<file path="config.mk">
export PLATFORM = sky130hd
export DESIGN_NAME = dir_coherence_ctrl
export DESIGN_NICKNAME = d
export VERILOG_FILES = /design/src/rtl/dir_coherence_ctrl.sv
export SDC_FILE = /design/constraint.sdc
export NUM_CORES = 1
export LEC_CHECK = 0
export BUFFER_PORTS_ARGS = -buffer_cell sky130_fd_sc_hd__buf_4
export CORE_MARGIN = 2
export CORE_UTILIZATION = 30
export DETAILED_ROUTE_END_ITERATION = 7
export PLACE_DENSITY_LB_ADDON = 0.15
export SLEW_MARGIN = 5
export SYNTH_ARGS = -nofsm -noshare
export SYNTH_HDL_FRONTEND = slang
export SYNTH_SLANG_ARGS = --single-unit
export TNS_END_PERCENT = 20
</file>
<file path="constraint.sdc">
create_clock -name clk -period 3.1 [get_ports clk]
set_input_delay 0.62 -clock clk [delete_from_list [all_inputs] [get_ports clk]]
set_output_delay 0.62 -clock clk [all_outputs]
set_load 0.05 [all_outputs]
</file>
<file path="src/rtl/dir_coherence_ctrl.sv">
module dir_coherence_ctrl #(
  parameter int NCPU = 3,
  parameter int DW = 8,
  parameter int unsigned MEM_INIT = 4,
  localparam int IDW = (NCPU > 1) ? $clog2(NCPU) : 1
) (
  input  logic            clk,
  input  logic            rst_n,
  input  logic            req_valid,
  output logic            req_ready,
  input  logic [1:0]      req_op,
  input  logic [IDW-1:0]  req_id,
  input  logic [DW-1:0]   req_data,
  output logic            rsp_valid,
  output logic [IDW-1:0]  rsp_id,
  output logic [DW-1:0]   rsp_data,
  output logic [NCPU-1:0] inv_req,
  input  logic [NCPU-1:0] inv_ack,
  output logic [NCPU-1:0] fetch_req,
  output logic            fetch_inv,
  input  logic [NCPU-1:0] fetch_ack,
  input  logic [DW-1:0]   fetch_data,
  output logic            mem_wr,
  output logic [DW-1:0]   mem_value,
  output logic            busy,
  output logic [1:0]      dir_state,
  output logic [NCPU-1:0] sharers
);
  localparam logic [1:0] ST_U = 2'b00, ST_S = 2'b01, ST_E = 2'b10;
  localparam logic [1:0] OP_RD = 2'b00, OP_WR = 2'b01, OP_EV = 2'b10;

  logic [1:0]      st_q, op_q, st_n;
  logic [NCPU-1:0] vec_q, inv_q, fet_q, vec_n;
  logic [IDW-1:0]  id_q, rid_q;
  logic [DW-1:0]   mem_q, fdat_q, rdat_q, mem_n, rdat_n;
  logic            busy_q, rv_q, mw_q, finv_q, wr_n;

  logic [NCPU-1:0] req_bit, others, inv_new, fet_new, inv_left, fet_left, f_bit;
  logic [1:0]      f_op;
  logic [IDW-1:0]  f_id;
  logic [DW-1:0]   fdat;
  logic            accept, fet_hit, finish, owner_self;

  assign accept   = req_valid && !busy_q;
  assign req_bit  = NCPU'(1) << req_id;
  assign others   = vec_q & ~req_bit;
  assign inv_left = inv_q & ~inv_ack;
  assign fet_left = fet_q & ~fetch_ack;
  assign fet_hit  = |(fet_q & fetch_ack);
  assign fdat     = fet_hit ? fetch_data : fdat_q;

  always_comb begin
    inv_new = '0;
    fet_new = '0;
    if (req_op == OP_RD && st_q == ST_E) fet_new = others;
    if (req_op == OP_WR) begin
      if (st_q == ST_S) inv_new = others;
      if (st_q == ST_E) fet_new = others;
    end
  end

  assign finish = busy_q ? (inv_left == '0 && fet_left == '0)
                         : (accept && inv_new == '0 && fet_new == '0);
  assign f_op = busy_q ? op_q : req_op;
  assign f_id = busy_q ? id_q : req_id;
  assign f_bit = NCPU'(1) << f_id;
  assign owner_self = (st_q == ST_E) && (vec_q == f_bit);

  always_comb begin
    st_n   = st_q;
    vec_n  = vec_q;
    mem_n  = mem_q;
    wr_n   = 1'b0;
    rdat_n = mem_q;
    case (f_op)
      OP_RD: begin
        if (st_q != ST_E) begin
          st_n  = ST_S;
          vec_n = vec_q | f_bit;
        end else if (!owner_self) begin
          st_n   = ST_S;
          vec_n  = vec_q | f_bit;
          mem_n  = fdat;
          wr_n   = 1'b1;
          rdat_n = fdat;
        end
      end
      OP_WR: begin
        st_n  = ST_E;
        vec_n = f_bit;
        if (st_q == ST_E && !owner_self) begin
          mem_n  = fdat;
          wr_n   = 1'b1;
          rdat_n = fdat;
        end
      end
      OP_EV: begin
        if (owner_self) begin
          st_n   = ST_U;
          vec_n  = '0;
          mem_n  = req_data;
          wr_n   = 1'b1;
          rdat_n = req_data;
        end
      end
      default: ;
    endcase
  end

  always_ff @(posedge clk) begin
    if (!rst_n) begin
      st_q   <= ST_U;
      vec_q  <= '0;
      mem_q  <= DW'(MEM_INIT);
      busy_q <= 1'b0;
      inv_q  <= '0;
      fet_q  <= '0;
      fdat_q <= '0;
      op_q   <= OP_RD;
      id_q   <= '0;
      finv_q <= 1'b0;
      rv_q   <= 1'b0;
      mw_q   <= 1'b0;
      rid_q  <= '0;
      rdat_q <= '0;
    end else begin
      rv_q <= 1'b0;
      mw_q <= 1'b0;
      if (accept) begin
        op_q   <= req_op;
        id_q   <= req_id;
        finv_q <= (req_op == OP_WR);
      end
      if (accept && !finish) begin
        busy_q <= 1'b1;
        inv_q  <= inv_new;
        fet_q  <= fet_new;
      end else if (busy_q) begin
        inv_q <= inv_left;
        fet_q <= fet_left;
        if (fet_hit) fdat_q <= fetch_data;
        if (finish) busy_q <= 1'b0;
      end
      if (finish) begin
        st_q   <= st_n;
        vec_q  <= vec_n;
        mem_q  <= mem_n;
        mw_q   <= wr_n;
        rv_q   <= 1'b1;
        rid_q  <= f_id;
        rdat_q <= rdat_n;
      end
    end
  end

  assign req_ready = !busy_q;
  assign busy      = busy_q;
  assign inv_req   = inv_q;
  assign fetch_req = fet_q;
  assign fetch_inv = finv_q;
  assign rsp_valid = rv_q;
  assign rsp_id    = rid_q;
  assign rsp_data  = rdat_q;
  assign mem_wr    = mw_q;
  assign mem_value = mem_q;
  assign dir_state = st_q;
  assign sharers   = vec_q;
endmodule

</file>
Word level (Yosys, flattened, before mapping)

Index checks and enable logic that the tools add are counted.

Bitwise gates (word level): 9
Shift operators: 2
Mux-type cells: 35
Equal/unequal tests: 9
Reduce and logical (&&, ||, !) cells: 23

Operator list:

| kind                                                                  | number |
|---|---|
| 8-bit two-way mux                                                     | 5 |
| 3-bit two-way mux                                                     | 12 |
| 8-bit one-hot mux with 3 select lines                                 | 1 |
| 3-bit AND                                                             | 4 |
| 3-bit zero test                                                       | 4 |
| 2-bit two-way mux                                                     | 5 |
| 1-bit two-way mux                                                     | 9 |
| 3-bit NOT                                                             | 3 |
| 3-bit one-hot mux with 3 select lines                                 | 1 |
| 1-bit logical AND                                                     | 8 |
| 2-bit by 1-bit equality test with 1-bit output, second input constant | 3 |
| 2-bit one-hot mux with 3 select lines                                 | 1 |
| 1-bit by 2-bit left shift with 3-bit output, first input constant     | 2 |
| 2-bit equality test, second input constant                            | 2 |
| 2-bit zero test                                                       | 2 |
| 2-bit inequality test, second input constant                          | 2 |
| 2-bit AND reduction                                                   | 2 |
| 4-bit AND reduction                                                   | 1 |
| 3-bit equality test                                                   | 1 |
| 1-bit zero test                                                       | 3 |
| 3-bit inequality test, second input constant                          | 1 |
| 3-bit OR                                                              | 1 |
| 1-bit one-hot mux with 3 select lines                                 | 1 |
| 3-bit nonzero test                                                    | 1 |
| other kinds (3)                                                       | 3 |

Logic and storage cells: 92
Output and inout port bits: 34
Input port bits: 29
Bits in registers: 45

Longest topological paths before layout

Depth after elaboration: 13
Gate-level depth with buffers: 10
Mapped depth without buffers: 8

Worst setup path after synthesis

Ideal clock, no wire load.

Kind: reg-to-reg
From: reg busy_q (netlist: busy)
To: reg st_q[0] (netlist: dir_state[0])
Data required time: 2.970 ns
Slack: 0.229 ns
Clock period less this slack: 2.871 ns
Stages on the path, launching flop included: 10
Buffers on the path: 1
Library setup time: 0.130 ns
Arrival: 2.741 ns
Cells stage by stage: dfxtp_1 -> buf_2 -> inv_1 -> a21oi_1 -> ha_1 -> nor3_2 -> a21boi_0 -> a311oi_1 -> o21ai_2 -> mux2i_1

Cells in the longest elaborated chain, start to end: 6
Elaborated cells between the ends (all ways): 18
Those cells by class: eq/ne: 5; shift: 1; mux: 4; reduce/logical: 8

Ends and longest elaborated chain:

| item                                 | line | source |
|---|---|---|
| from (decl)                          | 36   | `logic busy_q, rv_q, mw_q, finv_q, wr_n;` |
| from (signal assigned)               | 115  | `busy_q <= 1'b0;` |
| from (signal assigned)               | 135  | `busy_q <= 1'b1;` |
| from (signal assigned)               | 142  | `if (finish) busy_q <= 1'b0;` |
| 1-bit zero test                      | --   |  |
| net req_ready                        | 10   | `output logic req_ready,` |
| 1-bit logical AND                    | 44   | `assign accept = req_valid && !busy_q;` |
| 1-bit logical AND (2 in series)      | 63   | `: (accept && inv_new == '0 && fet_new == '0);` |
| 1-bit two-way mux                    | 62   | `assign finish = busy_q ? (inv_left == '0 && fet_left == '0)` |
| 4-bit AND reduction (no source line) | --   |  |
| to (signal assigned)                 | 145  | `st_q <= st_n;` |
| to (decl)                            | 32   | `logic [1:0] st_q, op_q, st_n;` |

The timed path passes the listed nets, and every way through them passes these cells.
A chain may end at the register's enable or synchronous reset.

==> results.sh <==
export IMPL_synth_nets=277
export IMPL_power_density_nw_per_um2=420
export IMPL_crit_type="reg2reg"
export IMPL_final_common_cell="buf_4"
export IMPL_grt_setup_unrepaired="false"
export IMPL_num_antenna_cells=0
export IMPL_antenna_left=0
export IMPL_p_sw_share_pct=31.7
export IMPL_p_leak_nw=1.22
export IMPL_critPathBufInv=2
export IMPL_cp_end_kind="flip-flop"
export IMPL_stdcell_count=393
export IMPL_place_congestion=0.806
export IMPL_critPathSlowestCell="o21ai_0"
export IMPL_clock_skew_ns=0.0102
export IMPL_fmax_mhz=387
export IMPL_postCtsSetupBuffers=0
export IMPL_die_h_um=88.1
export IMPL_cp_required_ns=3.24
export IMPL_dp_slack_ns=0.338
export IMPL_fin_ws_ns=0.516
export IMPL_ioPinCount=63
export IMPL_routedWlPerCell_um=14.7
export IMPL_antenna_found_initial=0
export IMPL_die_x_um=88.1
export IMPL_tightestPinTransition_ns=0.911
export IMPL_cts_hold_fix_buffers=0
export IMPL_status="finished clean"
export IMPL_ys_warn_count=0
export IMPL_drv_cap=0
export IMPL_grt_pass1_vias=1798
export IMPL_p_clk_share_pct=31.9
export IMPL_drv_slew=0
export IMPL_crit_family="compound AO/OA/AOI/OAI gates"
export IMPL_num_vias=1923
export IMPL_rows=30
export IMPL_syn_avg_cell_area_um2=8.80
export IMPL_viasPerCell=4.89
export IMPL_r2r_start="busy"
export IMPL_syn_cell_area_um2=2120
export IMPL_fill_cells=735
export IMPL_grt_max_degree=23
export IMPL_fin_crit_ns=2.58
export IMPL_synth_distinct_cells=47
export IMPL_route_detailed_drc=0
export IMPL_nets=332
export IMPL_io_buffers=62
export IMPL_hold_viol_final=0
export IMPL_placed_area_um2=2640
export IMPL_fin_crit_sh_pct=83.4
export IMPL_h_tree_depth=2
export IMPL_r2r_slack_ns=0.52
export IMPL_synth_seq_cells=38
export IMPL_synth_seq_area_share_pct=35.9
export IMPL_crit_fanout=11
export IMPL_grt_pass1_wl_um=8860
export IMPL_async_flop_share_pct=0
export IMPL_fp_coreArea_um2=6830
export IMPL_syn_instance_count=241
export IMPL_rr_worst_depth=7
export IMPL_min_path_type="reg2reg"
export IMPL_grt_usage_pct=14.7
export IMPL_crit_chain="buf_4 > mux2i_1 > inv_1 > ha_1 > o21ai_0 > a2bb2oi_1 > o22ai_1"
export IMPL_pwr_share_seq_pct=45.3
export IMPL_cts_tree="done"
export IMPL_drt_iter0_drc=103
export IMPL_drive_gt1_share_pct=29.0
export IMPL_clkSinkCount=38
export IMPL_final_cell_mix="buf_4, dfxtp_1, nand2_1, mux2i_1, nor2_1"
export IMPL_cts_made_buffers=5
export IMPL_relSlewSlack_pct=38.6
export IMPL_root_buffer="clkbuf_8"
export IMPL_arrival_ns=2.73
export IMPL_drt_wl_total_um=5800
export IMPL_p_int_mw=0.783
export IMPL_overflow=0
export IMPL_peakVddDrop_uv=169
export IMPL_firstDrtPassIters=4
export IMPL_start_kind="flip-flop"
export IMPL_area_growth_pct=28.7
export IMPL_synth_edff_count=0
export IMPL_post_cts_resized=0
export IMPL_start_util_pct=31.0
export IMPL_max_stage_delay_ns=0.74
export IMPL_die_area_um2=7760
export IMPL_clock_latency_ns=0.29
export IMPL_cts_buffer_depth=2
export IMPL_crit_cells=7
export IMPL_fin_tns_setup_ns=0
export IMPL_p_switching_mw=0.364
export IMPL_setup_viol=0
export IMPL_clk_pin_slew_ns=0.08
export IMPL_dp_cells=385
export IMPL_startpoint="busy"
export IMPL_yosys_most_used_dff="dfxtp_1"
export IMPL_combPwrFrac_pct=22.7
export IMPL_final_area_um2=2730
export IMPL_dp_final_hpwl_um=4430
worst register-to-register path, delay by kind of cell, from the launching register on:
kind	cells	cell delay, ns
muxes	1	0.40
buffers and inverters	2	0.33
DFF	1	0.36
AOI/OAI and AO/OA	3	1.08
adders and majority gates	1	0.27
through the flow:
step / power (mW) / utilization, % / hold slack [ns]
6_report: 1.15 / 40.0 / 0.462
3_5_place_dp: 0.794 / 38.6 / 0.450
2_1_floorplan: 0.698 / - / 0.436
4_1_cts: 1.16 / 40.0 / 0.462
3_3_place_gp: 0.793 / 38.6 / 0.448
5_1_grt: 1.20 / 40.0 / 0.481
kinds of logic (layout without fill, tap and decap cells):
logic type,Yosys count,in the layout,synth area share [%]
simple gates,80,80,18.2
flops,38,38,35.9
compound gates,58,58,22.7
fa+ha+maj,7,7,4.13
mux,24,24,11.3
buf+inv,34,90,7.79
per-layer routing:
| metal | track usage, % | wire [um] |
|---|---|---|
| met1 | 19.8 | 2690 |
| met2 | 23.8 | 2680 |
| met3 | 3.11 | 343 |
| met4 | 4.55 | 75 |
| met5 | 0 | 0 |
worst min path at each step:
stage / startpoint / cells past startpoint / slack [ns] / end
3_5_place_dp: op_q[1] / 2 / 0.45 / op_q[1]
4_1_cts: op_q[1] / 2 / 0.46 / op_q[1]
6_report: op_q[1] / 2 / 0.46 / op_q[1]
2_1_floorplan: op_q[0] / 2 / 0.44 / op_q[0]
5_1_grt: fetch_inv / 2 / 0.48 / fetch_inv
3_3_place_gp: op_q[1] / 2 / 0.45 / op_q[1]
final cells by class:
class	instances	area (um^2)	share of cell area, %
clock inverter	2	12.5	0.458
timing repair buffer	67	503	18.4
sequential	38	761	27.9
inverter	15	56.3	2.06
multi-input combinational	169	1190	43.8
clock buffer	6	82.6	3.02
tap	96	120	4.40
synthesized netlist by cell type, types with 2 or more instances:
library cell | instances | area share [%]
a2bb2oi_1 | 7 | 2.9
nand2_1 | 34 | 6.0
and4_1 | 2 | 0.83
nand3b_1 | 2 | 0.71
dfxtp_1 | 38 | 36
inv_1 | 15 | 2.7
nor3_1 | 2 | 0.47
nor2b_1 | 2 | 0.59
mux2i_1 | 24 | 11
a2111oi_4 | 2 | 2.6
and2_1 | 2 | 0.59
a21oi_1 | 8 | 1.9
clkbuf_1 | 6 | 1.1
buf_4 | 9 | 3.2
o22ai_1 | 11 | 3.2
o21ai_0 | 6 | 1.4
nor2_1 | 22 | 3.9
a211oi_1 | 2 | 0.71
ha_1 | 7 | 4.1
buf_2 | 3 | 0.71
nand2b_1 | 5 | 1.5
o221a_2 | 2 | 1.1
a32oi_1 | 6 | 2.5
power by group through the flow:
stage,logic (mW),registers (mW),clock network [mW]
2_1_floorplan,0.126,0.572,0
3_3_place_gp,0.261,0.532,0
3_5_place_dp,0.262,0.532,0
4_1_cts,0.263,0.520,0.380
5_1_grt,0.281,0.522,0.393
6_report,0.261,0.520,0.366
Note: power is estimated with default switching activity, not from simulation.
